<file path="src/rtl/can_spi_pkg.sv">
// Shared constants and types for the SPI register front end.
// Assumes byte-wide registers and a fixed command encoding.
package can_spi_pkg;
    localparam int          BYTE_W      = 8;
    localparam int          NUM_TXB     = 3;
    localparam logic [7:0]  OP_RESET    = 8'hC0;
    localparam logic [7:0]  OP_READ     = 8'h03;
    localparam logic [7:0]  OP_WRITE    = 8'h02;
    localparam logic [7:0]  OP_BITMOD   = 8'h05;
    localparam logic [7:0]  OP_STATUS   = 8'hA0;
    localparam logic [4:0]  OP_TXREQ_HI = 5'b10000;
    localparam logic [7:0]  ADDR_STAT   = 8'h0E;
    localparam logic [7:0]  ADDR_CTRL   = 8'h0F;
    localparam logic [7:0]  MODE_DFLT   = 8'h80;

    typedef enum logic [2:0] {
        ST_CMD, ST_ADDR, ST_RDATA, ST_WDATA, ST_MASK, ST_MDATA, ST_STAT, ST_IGNORE
    } dec_state_t;

    typedef enum logic [1:0] {ACC_READ, ACC_WRITE, ACC_BITMOD} acc_kind_t;
endpackage

</file>
<file path="src/rtl/spi_pin_sync.sv">
// Synchronizes the SPI pins into clk and produces single-cycle SCK edge
// strobes that are qualified by an active chip select.
// Assumes SCK phases last several clk periods; SYNC >= 2.
module spi_pin_sync #(
    parameter int SYNC = 2
) (
    input  logic clk,
    input  logic rst_n,
    input  logic sck,
    input  logic csn,
    input  logic mosi,
    output logic sck_rise,
    output logic sck_fall,
    output logic cs_act,
    output logic mosi_s
);
    logic [SYNC-1:0] sck_q, csn_q, mosi_q;
    logic            sck_d;

    // Synchronizer chains and the SCK edge-detect register.
    always_ff @(posedge clk) begin
        if (!rst_n) begin
            sck_q  <= '0;
            csn_q  <= '1;
            mosi_q <= '0;
            sck_d  <= 1'b0;
        end else begin
            sck_q  <= {sck_q[SYNC-2:0], sck};
            csn_q  <= {csn_q[SYNC-2:0], csn};
            mosi_q <= {mosi_q[SYNC-2:0], mosi};
            sck_d  <= sck_q[SYNC-1];
        end
    end

    // Edge strobes exist only inside a frame.
    always_comb begin
        cs_act   = ~csn_q[SYNC-1];
        mosi_s   = mosi_q[SYNC-1];
        sck_rise = cs_act &  sck_q[SYNC-1] & ~sck_d;
        sck_fall = cs_act & ~sck_q[SYNC-1] &  sck_d;
    end
endmodule

</file>
<file path="src/rtl/spi_byte_shift.sv">
// Mode-0 byte shifter. Captures MOSI on rising strobes and flags each
// complete byte. Loads tx_byte at the first falling strobe of a byte and
// shifts it out MSB first on the falling strobes after that.
// Assumes the strobes come from spi_pin_sync; an inactive select clears all state.
module spi_byte_shift
    import can_spi_pkg::*;
(
    input  logic              clk,
    input  logic              rst_n,
    input  logic              cs_act,
    input  logic              sck_rise,
    input  logic              sck_fall,
    input  logic              mosi_s,
    input  logic [BYTE_W-1:0] tx_byte,
    output logic [BYTE_W-1:0] rx_byte,
    output logic              rx_valid,
    output logic              tx_load,
    output logic              miso
);
    localparam int CW = $clog2(BYTE_W);

    logic [CW-1:0]     bitcnt;
    logic [BYTE_W-1:0] sh_in, sh_out;

    // Receive shifting, byte framing and transmit shifting.
    always_ff @(posedge clk) begin
        if (!rst_n || !cs_act) begin
            bitcnt   <= '0;
            sh_in    <= '0;
            sh_out   <= '0;
            rx_byte  <= '0;
            rx_valid <= 1'b0;
            tx_load  <= 1'b0;
        end else begin
            rx_valid <= 1'b0;
            tx_load  <= 1'b0;
            if (sck_rise) begin
                sh_in  <= {sh_in[BYTE_W-2:0], mosi_s};
                bitcnt <= bitcnt + 1'b1;
                if (bitcnt == CW'(BYTE_W - 1)) begin
                    rx_byte  <= {sh_in[BYTE_W-2:0], mosi_s};
                    rx_valid <= 1'b1;
                end
            end
            if (sck_fall) begin
                if (bitcnt == '0) begin
                    sh_out  <= tx_byte;
                    tx_load <= 1'b1;
                end else begin
                    sh_out <= {sh_out[BYTE_W-2:0], 1'b0};
                end
            end
        end
    end

    assign miso = sh_out[BYTE_W-1];

    // a deselected frame leaves no partial byte behind.
    a_r8_abort_clears: assert property (@(posedge clk) disable iff (!rst_n)
        !cs_act |=> (bitcnt == '0) && !rx_valid);
endmodule

</file>
<file path="src/rtl/spi_cmd_decode.sv">
// Frame-level command decoder. The first byte of a frame selects the
// operation. Later bytes are taken as address, data or mask. Register
// writes, soft reset and transmit pulses are registered outputs.
// Assumes rx_valid/tx_load pulses from spi_byte_shift.
module spi_cmd_decode
    import can_spi_pkg::*;
(
    input  logic               clk,
    input  logic               rst_n,
    input  logic               cs_act,
    input  logic               rx_valid,
    input  logic [BYTE_W-1:0]  rx_byte,
    input  logic               tx_load,
    input  logic [BYTE_W-1:0]  rd_data,
    input  logic [BYTE_W-1:0]  stat_byte,
    output logic [BYTE_W-1:0]  rd_addr,
    output logic [BYTE_W-1:0]  tx_byte,
    output logic               spi_we,
    output logic [BYTE_W-1:0]  spi_addr,
    output logic [BYTE_W-1:0]  spi_wdata,
    output logic               soft_rst,
    output logic [NUM_TXB-1:0] txreq
);
    dec_state_t        state;
    acc_kind_t         kind;
    logic [BYTE_W-1:0] ptr, mask;

    // Frame state machine, pointer handling and registered side effects.
    always_ff @(posedge clk) begin
        if (!rst_n || !cs_act) begin
            state     <= ST_CMD;
            kind      <= ACC_READ;
            ptr       <= '0;
            mask      <= '0;
            spi_we    <= 1'b0;
            spi_addr  <= '0;
            spi_wdata <= '0;
            soft_rst  <= 1'b0;
            txreq     <= '0;
        end else begin
            spi_we   <= 1'b0;
            soft_rst <= 1'b0;
            txreq    <= '0;
            if (tx_load && state == ST_RDATA)
                ptr <= ptr + 1'b1;
            if (rx_valid) begin
                unique case (state)
                    ST_CMD: begin
                        state <= ST_IGNORE;
                        if (rx_byte == OP_RESET) begin
                            soft_rst <= 1'b1;
                        end else if (rx_byte == OP_READ) begin
                            kind <= ACC_READ;   state <= ST_ADDR;
                        end else if (rx_byte == OP_WRITE) begin
                            kind <= ACC_WRITE;  state <= ST_ADDR;
                        end else if (rx_byte == OP_BITMOD) begin
                            kind <= ACC_BITMOD; state <= ST_ADDR;
                        end else if (rx_byte == OP_STATUS) begin
                            state <= ST_STAT;
                        end else if (rx_byte[7:3] == OP_TXREQ_HI) begin
                            txreq <= rx_byte[NUM_TXB-1:0];
                        end
                    end
                    ST_ADDR: begin
                        ptr <= rx_byte;
                        unique case (kind)
                            ACC_READ:   state <= ST_RDATA;
                            ACC_WRITE:  state <= ST_WDATA;
                            default:    state <= ST_MASK;
                        endcase
                    end
                    ST_WDATA: begin
                        spi_we    <= 1'b1;
                        spi_addr  <= ptr;
                        spi_wdata <= rx_byte;
                        ptr       <= ptr + 1'b1;
                    end
                    ST_MASK: begin
                        mask  <= rx_byte;
                        state <= ST_MDATA;
                    end
                    ST_MDATA: begin
                        spi_we    <= 1'b1;
                        spi_addr  <= ptr;
                        spi_wdata <= (rd_data & ~mask) | (rx_byte & mask);
                        state     <= ST_IGNORE;
                    end
                    default: ;
                endcase
            end
        end
    end

    // Byte offered to the shifter at the start of each outgoing byte.
    always_comb begin
        rd_addr = ptr;
        unique case (state)
            ST_RDATA: tx_byte = rd_data;
            ST_STAT:  tx_byte = stat_byte;
            default:  tx_byte = '0;
        endcase
    end

    // transmit requests last one clock.
    a_r6_txreq_pulse: assert property (@(posedge clk) disable iff (!rst_n)
        (txreq != '0) |=> (txreq == '0));
    // register writes come only from a byte received inside a frame.
    a_r3_write_in_frame: assert property (@(posedge clk) disable iff (!rst_n)
        spi_we |-> $past(cs_act) && $past(rx_valid));
endmodule

</file>
<file path="src/rtl/can_spi_regs.sv">
// Byte register array with an SPI write port, an internal read/write port
// and a pointer read port. The status register tracks the control register's
// mode field and cannot be written over SPI.
// Assumes NREG > ADDR_CTRL; addresses at or above NREG are not present.
module can_spi_regs
    import can_spi_pkg::*;
#(
    parameter int NREG = 16
) (
    input  logic              clk,
    input  logic              rst_n,
    input  logic              soft_rst,
    input  logic              spi_we,
    input  logic [BYTE_W-1:0] spi_addr,
    input  logic [BYTE_W-1:0] spi_wdata,
    input  logic              int_we,
    input  logic [BYTE_W-1:0] int_addr,
    input  logic [BYTE_W-1:0] int_wdata,
    input  logic [BYTE_W-1:0] rd_addr,
    output logic [BYTE_W-1:0] rd_data,
    output logic [BYTE_W-1:0] int_rdata,
    output logic [BYTE_W-1:0] stat_byte
);
    localparam int AW = $clog2(NREG);

    logic [BYTE_W-1:0] regs [NREG];

    // Register updates: reset defaults, mode mirroring, SPI over internal writes.
    always_ff @(posedge clk) begin
        for (int i = 0; i < NREG; i++) begin
            if (!rst_n || soft_rst) begin
                regs[i] <= (BYTE_W'(i) == ADDR_CTRL || BYTE_W'(i) == ADDR_STAT) ? MODE_DFLT : '0;
            end else if (BYTE_W'(i) == ADDR_STAT) begin
                regs[i][7:5] <= regs[ADDR_CTRL[AW-1:0]][7:5];
                if (int_we && int_addr == ADDR_STAT)
                    regs[i][4:0] <= int_wdata[4:0];
            end else if (spi_we && spi_addr == BYTE_W'(i)) begin
                regs[i] <= spi_wdata;
            end else if (int_we && int_addr == BYTE_W'(i)) begin
                regs[i] <= int_wdata;
            end
        end
    end

    // Read ports; absent addresses return zero.
    always_comb begin
        rd_data   = (rd_addr  < BYTE_W'(NREG)) ? regs[rd_addr[AW-1:0]]  : '0;
        int_rdata = (int_addr < BYTE_W'(NREG)) ? regs[int_addr[AW-1:0]] : '0;
        stat_byte = regs[ADDR_STAT[AW-1:0]];
    end

    // the current mode follows the requested mode one clock later.
    a_r7_mode_follow: assert property (@(posedge clk) disable iff (!rst_n)
        !soft_rst |=> regs[ADDR_STAT[AW-1:0]][7:5] == $past(regs[ADDR_CTRL[AW-1:0]][7:5]));
    // the reset command returns both mode fields to configuration.
    a_r1_soft_reset: assert property (@(posedge clk) disable iff (!rst_n)
        soft_rst |=> regs[ADDR_CTRL[AW-1:0]] == MODE_DFLT && regs[ADDR_STAT[AW-1:0]] == MODE_DFLT);
endmodule

</file>
<file path="src/rtl/can_spi_regif.sv">
// Top level: SPI slave command front end for a controller register file.
// Chains pin synchronizer, byte shifter, command decoder and register array.
// Assumes SCK phases of at least SYNC+4 clk periods.
module can_spi_regif
    import can_spi_pkg::*;
#(
    parameter int NREG = 16,
    parameter int SYNC = 2
) (
    input  logic               clk,
    input  logic               rst_n,
    input  logic               spi_sck,
    input  logic               spi_csn,
    input  logic               spi_mosi,
    output logic               spi_miso,
    input  logic               int_we,
    input  logic [7:0]         int_addr,
    input  logic [7:0]         int_wdata,
    output logic [7:0]         int_rdata,
    output logic [NUM_TXB-1:0] txreq
);
    logic              sck_rise, sck_fall, cs_act, mosi_s;
    logic              rx_valid, tx_load, spi_we, soft_rst;
    logic [BYTE_W-1:0] rx_byte, tx_byte, rd_addr, rd_data, stat_byte;
    logic [BYTE_W-1:0] spi_addr, spi_wdata;

    spi_pin_sync #(.SYNC(SYNC)) u_sync (
        .clk(clk), .rst_n(rst_n), .sck(spi_sck), .csn(spi_csn), .mosi(spi_mosi),
        .sck_rise(sck_rise), .sck_fall(sck_fall), .cs_act(cs_act), .mosi_s(mosi_s)
    );

    spi_byte_shift u_shift (
        .clk(clk), .rst_n(rst_n), .cs_act(cs_act), .sck_rise(sck_rise),
        .sck_fall(sck_fall), .mosi_s(mosi_s), .tx_byte(tx_byte),
        .rx_byte(rx_byte), .rx_valid(rx_valid), .tx_load(tx_load), .miso(spi_miso)
    );

    spi_cmd_decode u_dec (
        .clk(clk), .rst_n(rst_n), .cs_act(cs_act), .rx_valid(rx_valid),
        .rx_byte(rx_byte), .tx_load(tx_load), .rd_data(rd_data),
        .stat_byte(stat_byte), .rd_addr(rd_addr), .tx_byte(tx_byte),
        .spi_we(spi_we), .spi_addr(spi_addr), .spi_wdata(spi_wdata),
        .soft_rst(soft_rst), .txreq(txreq)
    );

    can_spi_regs #(.NREG(NREG)) u_regs (
        .clk(clk), .rst_n(rst_n), .soft_rst(soft_rst), .spi_we(spi_we),
        .spi_addr(spi_addr), .spi_wdata(spi_wdata), .int_we(int_we),
        .int_addr(int_addr), .int_wdata(int_wdata), .rd_addr(rd_addr),
        .rd_data(rd_data), .int_rdata(int_rdata), .stat_byte(stat_byte)
    );
endmodule

</file>
<file path="config.mk">
export PLATFORM = sky130hd
export DESIGN_NAME = can_spi_regif
export DESIGN_NICKNAME = d
export VERILOG_FILES = /design/src/rtl/can_spi_pkg.sv /design/src/rtl/spi_pin_sync.sv /design/src/rtl/spi_byte_shift.sv /design/src/rtl/spi_cmd_decode.sv /design/src/rtl/can_spi_regs.sv /design/src/rtl/can_spi_regif.sv
export SDC_FILE = /design/constraint.sdc
export NUM_CORES = 1
export LEC_CHECK = 0
export BUFFER_PORTS_ARGS = -buffer_cell sky130_fd_sc_hd__buf_2
export CORE_AREA = 2 2 162 164
export CTS_CLUSTER_SIZE = 28
export DETAILED_ROUTE_END_ITERATION = 10
export DIE_AREA = 0 0 164 166
export PLACE_DENSITY_LB_ADDON = 0.3
export SLEW_MARGIN = 20
export SYNTH_ARGS = -nofsm -noshare
export SYNTH_HDL_FRONTEND = slang
export SYNTH_SLANG_ARGS = --single-unit
</file>
<file path="constraint.sdc">
create_clock -name clk -period 4.2 [get_ports clk]
set_input_delay 0.84 -clock clk [delete_from_list [all_inputs] [get_ports clk]]
set_output_delay 0.84 -clock clk [all_outputs]
set_load 0.03 [all_outputs]
</file>
## Yosys cells after proc, flatten, opt, wreduce, memory -nomap -nowiden

Memories as Yosys holds them, arrays and structs flattened. A register that Yosys moved wholly into a read port is not among the register bits.
Cells that the tools add are included.

| word-level totals | value |
|---|---|
| flip-flop bits (word level) | 77 |
| RAM bits | 128 |
| input bits | 22 |
| word-level logic and storage cells | 337 |
| memories kept | 1 |

| cells by class | value |
|---|---|
| add/sub/neg operators | 2 |
| $lt $le $gt $ge | 2 |
| equality and inequality tests | 43 |
| muxes and demuxes | 166 |
| bitwise logic cells | 49 |
| reduce and logical (&&, ||, !) cells | 55 |

Memories:

| memory | words | width | read ports | clocked after Yosys merged registers in | write ports | RTL line | RTL |
|---|---|---|---|---|---|---|---|
| u_regs.regs | 16 | 8 | 4 | 1 | 16 | can_spi_regs.sv:26 | `logic [BYTE_W-1:0] regs [NREG];` |

Operator list:

| cell | number |
|---|---|
| 8-bit two-way mux | 35 |
| 8-bit by 4-bit == test with 1-bit output (second input constant) | 15 |
| 1-bit two-way mux | 116 |
| 8-bit by 3-bit == test with 1-bit output (second input constant) | 9 |
| 8-bit by 2-bit == test with 1-bit output (second input constant) | 6 |
| 8-bit one-hot mux with 2 select lines | 3 |
| 1-bit logical AND | 32 |
| 1-bit bitwise OR | 32 |
| 8-bit bitwise AND | 2 |
| 8-bit by 1-bit == test with 1-bit output (second input constant) | 2 |
| 8-bit == test (second input constant) | 2 |
| 8-bit logical NOT | 2 |
| 8-bit by 5-bit < comparator with 1-bit output (second input constant) | 2 |
| 3-bit two-way mux | 5 |
| 3-bit == test (second input constant) | 4 |
| 3-bit one-hot mux with 4 select lines | 1 |
| 2-bit AND reduction | 5 |
| 1-bit NOT | 9 |
| 9-bit OR reduction | 1 |
| 8-bit by 1-bit adder with 8-bit output (second input constant) | 1 |
| 8-bit NOT | 1 |
| 8-bit bitwise OR | 1 |
| 2-bit OR reduction | 4 |
| 3-bit by 2-bit == test with 1-bit output (second input constant) | 2 |
| 18 further kinds | 25 |

## Logic depth before layout (Yosys ltp)

Gate-level depths: netlist (run 1).

| logic depth | value |
|---|---|
| word-level depth | 7 |
| depth in mapped cells | 8 |
| depth with buffers taken out | 7 |

## Cells and area by module

Synthesis (run 1) repeated with hierarchy kept, for this count alone.

| second synthesis, totals | value |
|---|---|
| cells, all modules | 990 |
| area, all modules | 11,035.6 um^2 |

By module, submodules not included:

| module | times used | cells each | area each (um^2) |
|---|---|---|---|
| can_spi_regs | 1 | 596 | 7,587.3 |
| spi_cmd_decode | 1 | 254 | 2,130.8 |
| spi_byte_shift | 1 | 123 | 1,104.8 |
| spi_pin_sync | 1 | 17 | 212.7 |

## Least setup slack after synthesis (run 1)

Ideal clock, no wire load.

| timing path | value |
|---|---|
| path type | input to output |
| from | input port int_addr[0] |
| to | output port int_rdata[0] |
| data arrival time | 2.371 ns |
| required time | 3.360 ns |
| setup slack | 0.989 ns |
| stages | 5 |
| buffers on the path | 2 |
| cells stage by stage | clkbuf_1 buf_2 mux4_2 mux2i_1 o22ai_1 |

| between the ends | value |
|---|---|
| word-level cells in the longest chain between the ends | 2 |
| elaborated cells between the ends (all ways) | 3 |

Ends and longest elaborated chain:

| element | RTL line | RTL |
|---|---|---|
| start: declaration | can_spi_regif.sv:17 | `input logic [7:0] int_addr,` |
| 8-bit by 5-bit < comparator with 1-bit output or memory read 16 x 8 bit (tied branches) | -- |  |
| 8-bit two-way mux * | can_spi_regs.sv:48 | `int_rdata = (int_addr < BYTE_W'(NREG)) ? regs[int_addr[AW-1:0]] : '0;` |
| end: declaration | can_spi_regif.sv:19 | `output logic [7:0] int_rdata,` |

Every way passes the cells marked *; elsewhere a longest branch is shown, timed or not.

## Final worst setup path (run 1)

| timing path | value |
|---|---|
| from | input port int_addr[1] |
| to | output port int_rdata[5] |

The elaborated chain is that of the path after synthesis.

==> parameters.txt, run 1 <==
Parameter                              Value

Logic synthesis
  Synth top area cells ... sky130_fd_sc_hd__edfxtp_1 (33%), sky130_fd_sc_hd__dfxtp_1 (14%), sky130_fd_sc_hd__mux4_2 (13%)
  Synthesized instance count ... between 900 and 1,000
  Average footprint of a synthesized cell ... 11.4 um^2
  Count of synthesis-stage warnings from yosys ... 0
  Synth Flop Type ... sky130_fd_sc_hd__edfxtp_1
  Cell area after synthesis ... ~0.011 mm^2
  Synthesized net count ... about 1,000
  Number of distinct library cell variants in the gate-level netlist after synthesis ... slightly below 70
  Asr flop ratio synth ... 0
  Proportion of synthesized chip area in sequential cells ... 0.476
  EDFF count, synth ... between 100 and 150
  Register bit count reported by yosys ... 205
  Cell taking the most area after synthesis ... sky130_fd_sc_hd__edfxtp_1
  Top cell type's share of synthesized area ... 0.334

Clock network
  Worst skew pair latency ... approximately 0.53 ns
  Library cell used as clock root buffer ... sky130_fd_sc_hd__clkbuf_16
  CTS tree ... yes
  Total number of H-tree levels ... 1
  Post-CTS setup buffer count ... 0
  CTS Buf Count ... 24
  Clock slew at reported path FFs ... about 0.050 ns
  Number of sinks driven by the clock tree ... 205
  Post-cts resize count ... 0
  Hold buffer count at CTS ... 0
  Deepest clock path buffer count ... 3

Worst hold path
  Class of the tightest hold or removal check ... reg2reg

Critical path
  Most frequent cell on the critical path ... sky130_fd_sc_hd__buf_2
  Setup crit start kind ... input pin
  Class of the most critical setup path ... in2out
  Worst-path cell with the longest stage delay ... sky130_fd_sc_hd__buf_2
  Critical Path RT ... ~3.4 ns
  Critical path buffers and inverters ... 2
  Family with the most delay on the worst path ... buffers and inverters
  Critical path capture point type ... output pin
  Slowest stage delay, CP ... roughly 0.72 ns
  Top fanout value on the critical path ... between 40 and 50
  CP Data Arrival Time ... 2.72 ns
  Ordered cell list for the critical path ... buf_2 -> mux4_2 -> mux2i_1 -> o22ai_1 -> buf_2
  Setup slack, reg-to-reg ... 1.08 ns

Global routing
  Overall overflow remaining after global route ... 0
  Overall routing resource usage ... 0.258
  Maximum number of pins on one net before global-route repair ... 45
  Antenna violations before repair ... 2
  Number of global-route vias before repair ... about 8,500
  Global-route wire length before repair ... about 53,000 um

Power
  VDD IR max ... around 330 uV
  Clock share of power ... 0.437
  Comb power frac ... 0.061
  Int Power ... ~3.4 mW
  Sequential share of power ... 0.503
  Static leakage ... 3.82 nW
  Power per cell area ... 364 mW/mm^2
  Fraction of power spent switching nets ... 0.231
  NetSw ... 1.02 mW

Routing
  First drt pass iteration count ... 7
  Starting DRT DRC Count ... ~1,300
  Total number of vias ... between 8,000 and 9,000
  Drt wl/cell ... about 27 um
  Post-route DRC ... 0
  Detail-routed via count per cell ... 6.75
  Wire length after detailed routing ... between 30,000 and 40,000 um
  Post-detailed-route count of antenna-violating nets ... 0

STA
  Final worst path period need ... ~3.6 ns
  Normalized max-slew margin ... 0.249
  Setup_tns ... 0 ns
  Total setup violations reported at the end of the flow ... 0
  Number of hold violations in the final report ... 0
  Max-slew violation count ... 0
  Setup repair after global routing missed its margin ... false
  Maximum clock frequency ... 281 MHz
  Clock tree skew after final layout ... 0.0185 ns
  Slew of the pin with the lowest slew margin ... roughly 1.1 ns
  Part of the cycle the worst path needs ... 0.848

Cells and area
  Nets ... approximately 1,000
  Number of fillers in the final layout ... approximately 2,300
  Post-layout util ... 0.474
  Final instance count without filler cells ... approximately 1,300
  Ratio of cells with drive above 1 in the final layout ... 0.182
  Synth-to-layout area growth ... 8.13%

Place
  Port bufs ... 33
  Half-perimeter wire length after detailed placement ... 25,100 um
  Cell count after placement ... about 1,300
  Final RePlAce weighted congestion ... approximately 1

Floorplanning
  X dimension of the die ... 164 um
  Initial cell density of the core ... 0.439
  Number of rows in the core area ... just under 60
  Die height ... 166 um
  Die Outline Area ... 0.0272 mm^2
  CORE AREA ... 0.0256 mm^2
  Ports ... 34

Run status
  Run status ... completed

Flow run
  Max cap viols ... 0
-- registers in the layout (all words and copies together) (netlist names), 2 cells and up --
register         cells
u_dec.kind           2
u_dec.mask           8
u_dec.rd_addr        8
u_dec.spi_addr       8
u_dec.spi_wdata      8
u_dec.state          3
u_dec.txreq          3
u_regs.regs        128
u_shift.bitcnt       3
u_shift.rx_byte      8
u_shift.sh_in        7
u_shift.sh_out       8
u_sync.csn_q         2
u_sync.mosi_q        2
u_sync.sck_q         2
-- cells by family after synthesis --
logic type                 Yosys count  share of synthesized area
and+or+nand+nor                    302                      0.136
AOI/OAI and AO/OA                  270                      0.165
DFF                                205                      0.476
muxes                              104                      0.165
buffers and inverters               99                     0.0489
xor gates and xnor gates             5                    0.00390
adders and majority gates            4                    0.00445
-- per-stage QoR --
step / setup WS (ns) / hold slack [ns] / power, mW / area, um^2
6_report: 0.638 / 0.429 / 4.43 / 12200
5_1_grt: 0.593 / 0.450 / 4.52 / 12100
4_1_cts: 0.707 / 0.429 / 4.43 / 12100
3_5_place_dp: 0.715 / 0.392 / 2.53 / 11400
3_3_place_gp: 0.726 / 0.415 / 2.52 / 11400
2_1_floorplan: 0.989 / 0.386 / 2.42 / 11200
-- layer usage --
layer / track usage / vias up / part of all wire
li1: - / 3849 / -
met1: 0.341 / 4408 / 0.38
met2: 0.395 / 552 / 0.45
met3: 0.0727 / 139 / 0.11
met4: 0.116 / 2 / 0.054
met5: 0 / - / 0.00025
-- cells in the mapped netlist, drive strengths merged (4+ instances only) --
library cell / count
edfxtp: 125
and3: 12
nand3: 34
o21ai: 35
o22ai: 95
clkbuf: 50
a22o: 9
nand2: 139
a21oi: 43
nor4: 5
o32ai: 4
nor2b: 18
mux4: 64
nand4: 4
ha: 4
mux2: 14
buf: 27
and2: 21
a22oi: 22
a32o: 32
clkdlybuf4s50: 11
inv: 7
o31ai: 4
o211ai: 6
mux2i: 26
nor3b: 5
nor3: 4
nand2b: 14
nor2: 31
dfxtp: 80
o211a: 4
-- area by class of cell --
cell class	count	area, um^2	share of cell area
Antenna cell	2	5.00	0.000412
Clock buffer	33	676	0.0556
Tap cell	335	419	0.0345
Inverter	7	26.3	0.00216
Multi-Input combinational cell	685	5340	0.439
Timing Repair Buffer	49	285	0.0235
Sequential cell	205	5360	0.441
Clock inverter	10	46.3	0.00381
-- path summary, 6_finish.rpt --
check | startpoint | to | depth (start not counted)
max | int_addr[1] | int_rdata[5] | 5
min | u_sync.csn_q[0]$_SDFF_PN1_ | u_sync.csn_q[1]$_SDFF_PN1_ | 1
max reg2reg | u_dec.spi_addr[5]$_SDFFE_PP0P_ | u_regs.regs[6][7]$_DFFE_PP_ | 4
min reg2reg | u_sync.csn_q[0]$_SDFF_PN1_ | u_sync.csn_q[1]$_SDFF_PN1_ | 1
-- power groups by stage --
stage	registers (mW)	logic [mW]	clock network (mW)
2_1_floorplan	2.24	0.184	0
3_3_place_gp	2.26	0.259	0
3_5_place_dp	2.27	0.261	0
4_1_cts	2.22	0.262	1.95
5_1_grt	2.23	0.280	2.01
6_report	2.23	0.269	1.93
-- placed cells by master (no fill, tap or decap), drive strengths merged, types with 10 or more instances in the layout --
master / n
nand2: 139
edfxtp: 125
o22ai: 95
dfxtp: 80
mux4: 64
buf: 49
a21oi: 43
o21ai: 35
nand3: 34
clkbuf: 33
a32o: 32
nor2: 31
mux2i: 26
a22oi: 22
and2: 21
nor2b: 18
mux2: 14
nand2b: 14
and3: 12
clkinv: 10
Note: power is estimated with default switching activity, not from simulation.
==> run 2, diff against run 1 <==
--- a/config.mk
+++ b/config.mk
@@ -5,11 +5,12 @@
 export SDC_FILE = /design/constraint.sdc
 export NUM_CORES = 1
 export LEC_CHECK = 0
+export ABC_AREA = 1
 export BUFFER_PORTS_ARGS = -buffer_cell sky130_fd_sc_hd__buf_2
-export CORE_AREA = 2 2 162 164
+export CORE_AREA = 2 2 161 163
 export CTS_CLUSTER_SIZE = 28
 export DETAILED_ROUTE_END_ITERATION = 10
-export DIE_AREA = 0 0 164 166
+export DIE_AREA = 0 0 163 165
 export PLACE_DENSITY_LB_ADDON = 0.3
 export SLEW_MARGIN = 20
 export SYNTH_ARGS = -nofsm -noshare
==> constraint.sdc (replaced) <==
create_clock -name clk -period 3.36 [get_ports clk]
set_input_delay 0.672 -clock clk [delete_from_list [all_inputs] [get_ports clk]]
set_output_delay 0.672 -clock clk [all_outputs]
set_load 0.03 [all_outputs]
==> run 2 against run 1 <==
Critical path depth grew 1. Total power grew 28%. Count of clock-buffer cells in the layout is the same. Clock power grew 31%. Hold slack lost 0.099 ns. Sequential share of layout area shrank 1.1 points. Via count grew 21%. Cell area grew 2.5%. Synthesized cell count grew 43%. Area after synthesis shrank 0.46%. Clock skew is essentially flat. Largest cell class unchanged. Highest routed layer is now met4.
==> parameters.txt, run 2 <==
Parameter                              Value

Run status
  Run status ... completed

Global routing
  Maximum number of pins on one net before global-route repair ... 75 (+67%)
  Overall routing resource usage ... 0.304 (+0.0459)
  Overall overflow remaining after global route ... 0 (unchanged)
  Antenna violations before repair ... 1 (-1)
  Number of global-route vias before repair ... 10,100 (+19%)
  Global-route wire length before repair ... 61,700 um (+18%)

Routing
  Wire length after detailed routing ... 40,800 um (+14%)
  Post-detailed-route count of antenna-violating nets ... 0 (unchanged)
  First drt pass iteration count ... 6 (-1)
  Starting DRT DRC Count ... 1,419 (+8.0%)
  Detail-routed via count per cell ... 6.10 (-9.6%)
  Drt wl/cell ... 22.9 um (-15%)
  Total number of vias ... 10,900 (+21%)
  Post-route DRC ... 0 (unchanged)

Cells and area
  Synth-to-layout area growth ... 11.3%
  Nets ... 1,461 (+46%)
  Final instance count without filler cells ... 1,780 (+34%)
  Non-Filler Cell Area, Final ... 0.0125 mm^2 (+2.5%)
  Register with the most flip-flops ... u_regs.regs
  Number of flip-flops in the largest register ... 128 (unchanged)
  Leading cell type in the layout, fill and taps excluded ... sky130_fd_sc_hd__nand2_1
  Ratio of cells with drive above 1 in the final layout ... 0.0986 (-0.0834)
  Highest-count cells in the layout ignoring fill and taps ... sky130_fd_sc_hd__nand2_1 (233), sky130_fd_sc_hd__inv_1 (218), sky130_fd_sc_hd__o22ai_1 (173)
  Post-layout util ... 0.497 (+0.0230)
  Ant. Diodes ... 0 (-2)

Place
  Cell count after placement ... 1,740 (+36%)
  Half-perimeter wire length after detailed placement ... 28,600 um (+14%)
  Final RePlAce weighted congestion ... 1.05 (+8.1%)
  Place WS ... 0.270 ns (-0.446 ns)
  Cell Area, Placed ... 0.0117 mm^2 (+2.5%)
  Port bufs ... 33 (unchanged)

Logic synthesis
  Synth top area cells ... sky130_fd_sc_hd__edfxtp_1 (34%), sky130_fd_sc_hd__dfxtp_1 (14%), sky130_fd_sc_hd__o22ai_1 (9.7%)
  Average footprint of a synthesized cell ... 7.90 um^2 (-30%)
  Synth Flop Type ... sky130_fd_sc_hd__edfxtp_1
  Commonest cells in the synthesized netlist ... sky130_fd_sc_hd__nand2_1 (233), sky130_fd_sc_hd__inv_1 (218), sky130_fd_sc_hd__o22ai_1 (173), sky130_fd_sc_hd__nand3_1 (130), sky130_fd_sc_hd__edfxtp_1 (125)
  Number of distinct library cell variants in the gate-level netlist after synthesis ... 42 (-39%)
  Top cell type's share of synthesized area ... 0.335 (+0.00153)
  Register bit count reported by yosys ... 205 (unchanged)
  Synthesized net count ... 1,442 (+42%)
  Count of synthesis-stage warnings from yosys ... 0 (unchanged)
  Proportion of synthesized chip area in sequential cells ... 0.479 (+0.00218)
  Most common cell in the netlist ... sky130_fd_sc_hd__nand2_1
  EDFF count, synth ... 125 (unchanged)
  Asr flop ratio synth ... 0 (unchanged)
  Cell taking the most area after synthesis ... sky130_fd_sc_hd__edfxtp_1
  Cell area after synthesis ... 0.0112 mm^2 (-0.46%)
  Synthesized instance count ... 1,416 (+43%)

Clock network
  Worst skew pair latency ... 0.53 ns (about the same)
  Total number of H-tree levels ... 1 (unchanged)
  Hold buffer count at CTS ... 0 (unchanged)
  Post-CTS setup buffer count ... 0 (unchanged)
  Library cell used as clock root buffer ... sky130_fd_sc_hd__clkbuf_16
  CTS tree ... yes
  Clock slew at reported path FFs ... 0.06 ns (about the same)
  Number of sinks driven by the clock tree ... 205 (unchanged)
  Deepest clock path buffer count ... 3 (unchanged)
  CTS Buf Count ... 23 (-4.2%)
  Post-cts resize count ... 0 (unchanged)

Critical path
  Setup crit start kind ... input pin
  Top fanout value on the critical path ... 33 (-25%)
  Critical Path RT ... 2.69 ns (-0.67 ns)
  Critical path capture point type ... output pin
  CP Data Arrival Time ... 2.44 ns (-0.28 ns)
  Number of cells on the worst reg-to-reg path ... 10 (+6)
  Setup slack, reg-to-reg ... 1.10 ns (+0.02 ns)
  Class of the most critical setup path ... in2out

Floorplanning
  X dimension of the die ... 163 um (-0.61%)
  Die Outline Area ... 0.0269 mm^2 (-1.2%)
  Number of rows in the core area ... 58 (-1.7%)
  CORE AREA ... 0.0250 mm^2 (-2.3%)
  Die height ... 165 um (-0.60%)
  Initial cell density of the core ... 0.447 (+0.00810)
  Ports ... 34 (unchanged)

Worst hold path
  Class of the tightest hold or removal check ... in2reg
  Number of cells on the worst hold path ... 3 (+2)

STA
  Final worst path period need ... approximately 3.1 ns
  Maximum clock frequency ... ~320 MHz
  Total setup violations reported at the end of the flow ... 0 (unchanged)
  Number of hold violations in the final report ... 0 (unchanged)
  Part of the cycle the worst path needs ... 0.925
  Clock tree skew after final layout ... 0.0189 ns (+0.000451 ns)
  Max-slew violation count ... 0 (unchanged)
  Worst hold slack after final layout ... 0.330 ns (-0.0986 ns)
  Setup repair after global routing missed its margin ... false
  Normalized max-slew margin ... 0.359 (+0.110)
  Slew of the pin with the lowest slew margin ... 0.960 ns (-0.166 ns)
  Setup_tns ... 0 ns (unchanged)
  Slack of the critical path ... 0.251 ns (-0.387 ns)

Power
  Static leakage ... 4.85 nW (+27%)
  VDD IR max ... 331 uV (+1.6%)
  Overall power after layout ... 5.66 mW (+28%)
  Power per cell area ... 454 mW/mm^2 (+25%)

Flow run
  Max cap viols ... 0 (unchanged)
[run 2: final timing paths]
path | from | end
max | int_addr[0] | int_rdata[3]
min | spi_mosi | u_sync.mosi_q[0]$_SDFF_PN0_
max reg2reg | u_dec.rd_addr[0]$_SDFF_PP0_ | u_shift.sh_out[0]$_SDFFE_PP0P_
min reg2reg | u_sync.mosi_q[0]$_SDFF_PN0_ | u_sync.mosi_q[1]$_SDFF_PN0_
[run 2: cell families after synthesis]
kind of cell	Yosys count	synth area share
compound gates	400	0.207
xor+xnor	7	0.00548
fa+ha+maj	4	0.00447
buf+inv	306	0.108
flops	205	0.479
simple gates	494	0.197
[run 2: power by group]
part	total [mW]	switching [mW]	internal, mW
sequential	2.76	0.0264	2.73
combinational	0.381	0.283	0.0982
clock	2.52	1.03	1.49
[run 2: worst max-delay path, stage by stage]
cell,delay [ns]
sky130_fd_sc_hd__buf_2,0.12
sky130_fd_sc_hd__or2_2,0.56
sky130_fd_sc_hd__o22ai_1,0.23
sky130_fd_sc_hd__o21ai_0,0.15
sky130_fd_sc_hd__a41oi_1,0.42
sky130_fd_sc_hd__buf_2,0.28
[run 2: routing by layer]
metal / track usage / up-vias / part of all wire
met5: 0 / - / 0
met4: 0.175 / 0 / 0.065
met3: 0.0558 / 167 / 0.10
met2: 0.466 / 700 / 0.44
met1: 0.405 / 5052 / 0.39
li1: - / 4936 / -
[run 2: area by class of cell]
class / instances / area (um^2)
clock buffers: 33 / 686
clock inverters: 7 / 61.3
flip-flops and latches: 205 / 5360
multi-input cells: 905 / 4630
fillers: 2440 / 12600
well taps: 330 / 413
inverters: 230 / 863
repair buffers: 70 / 443
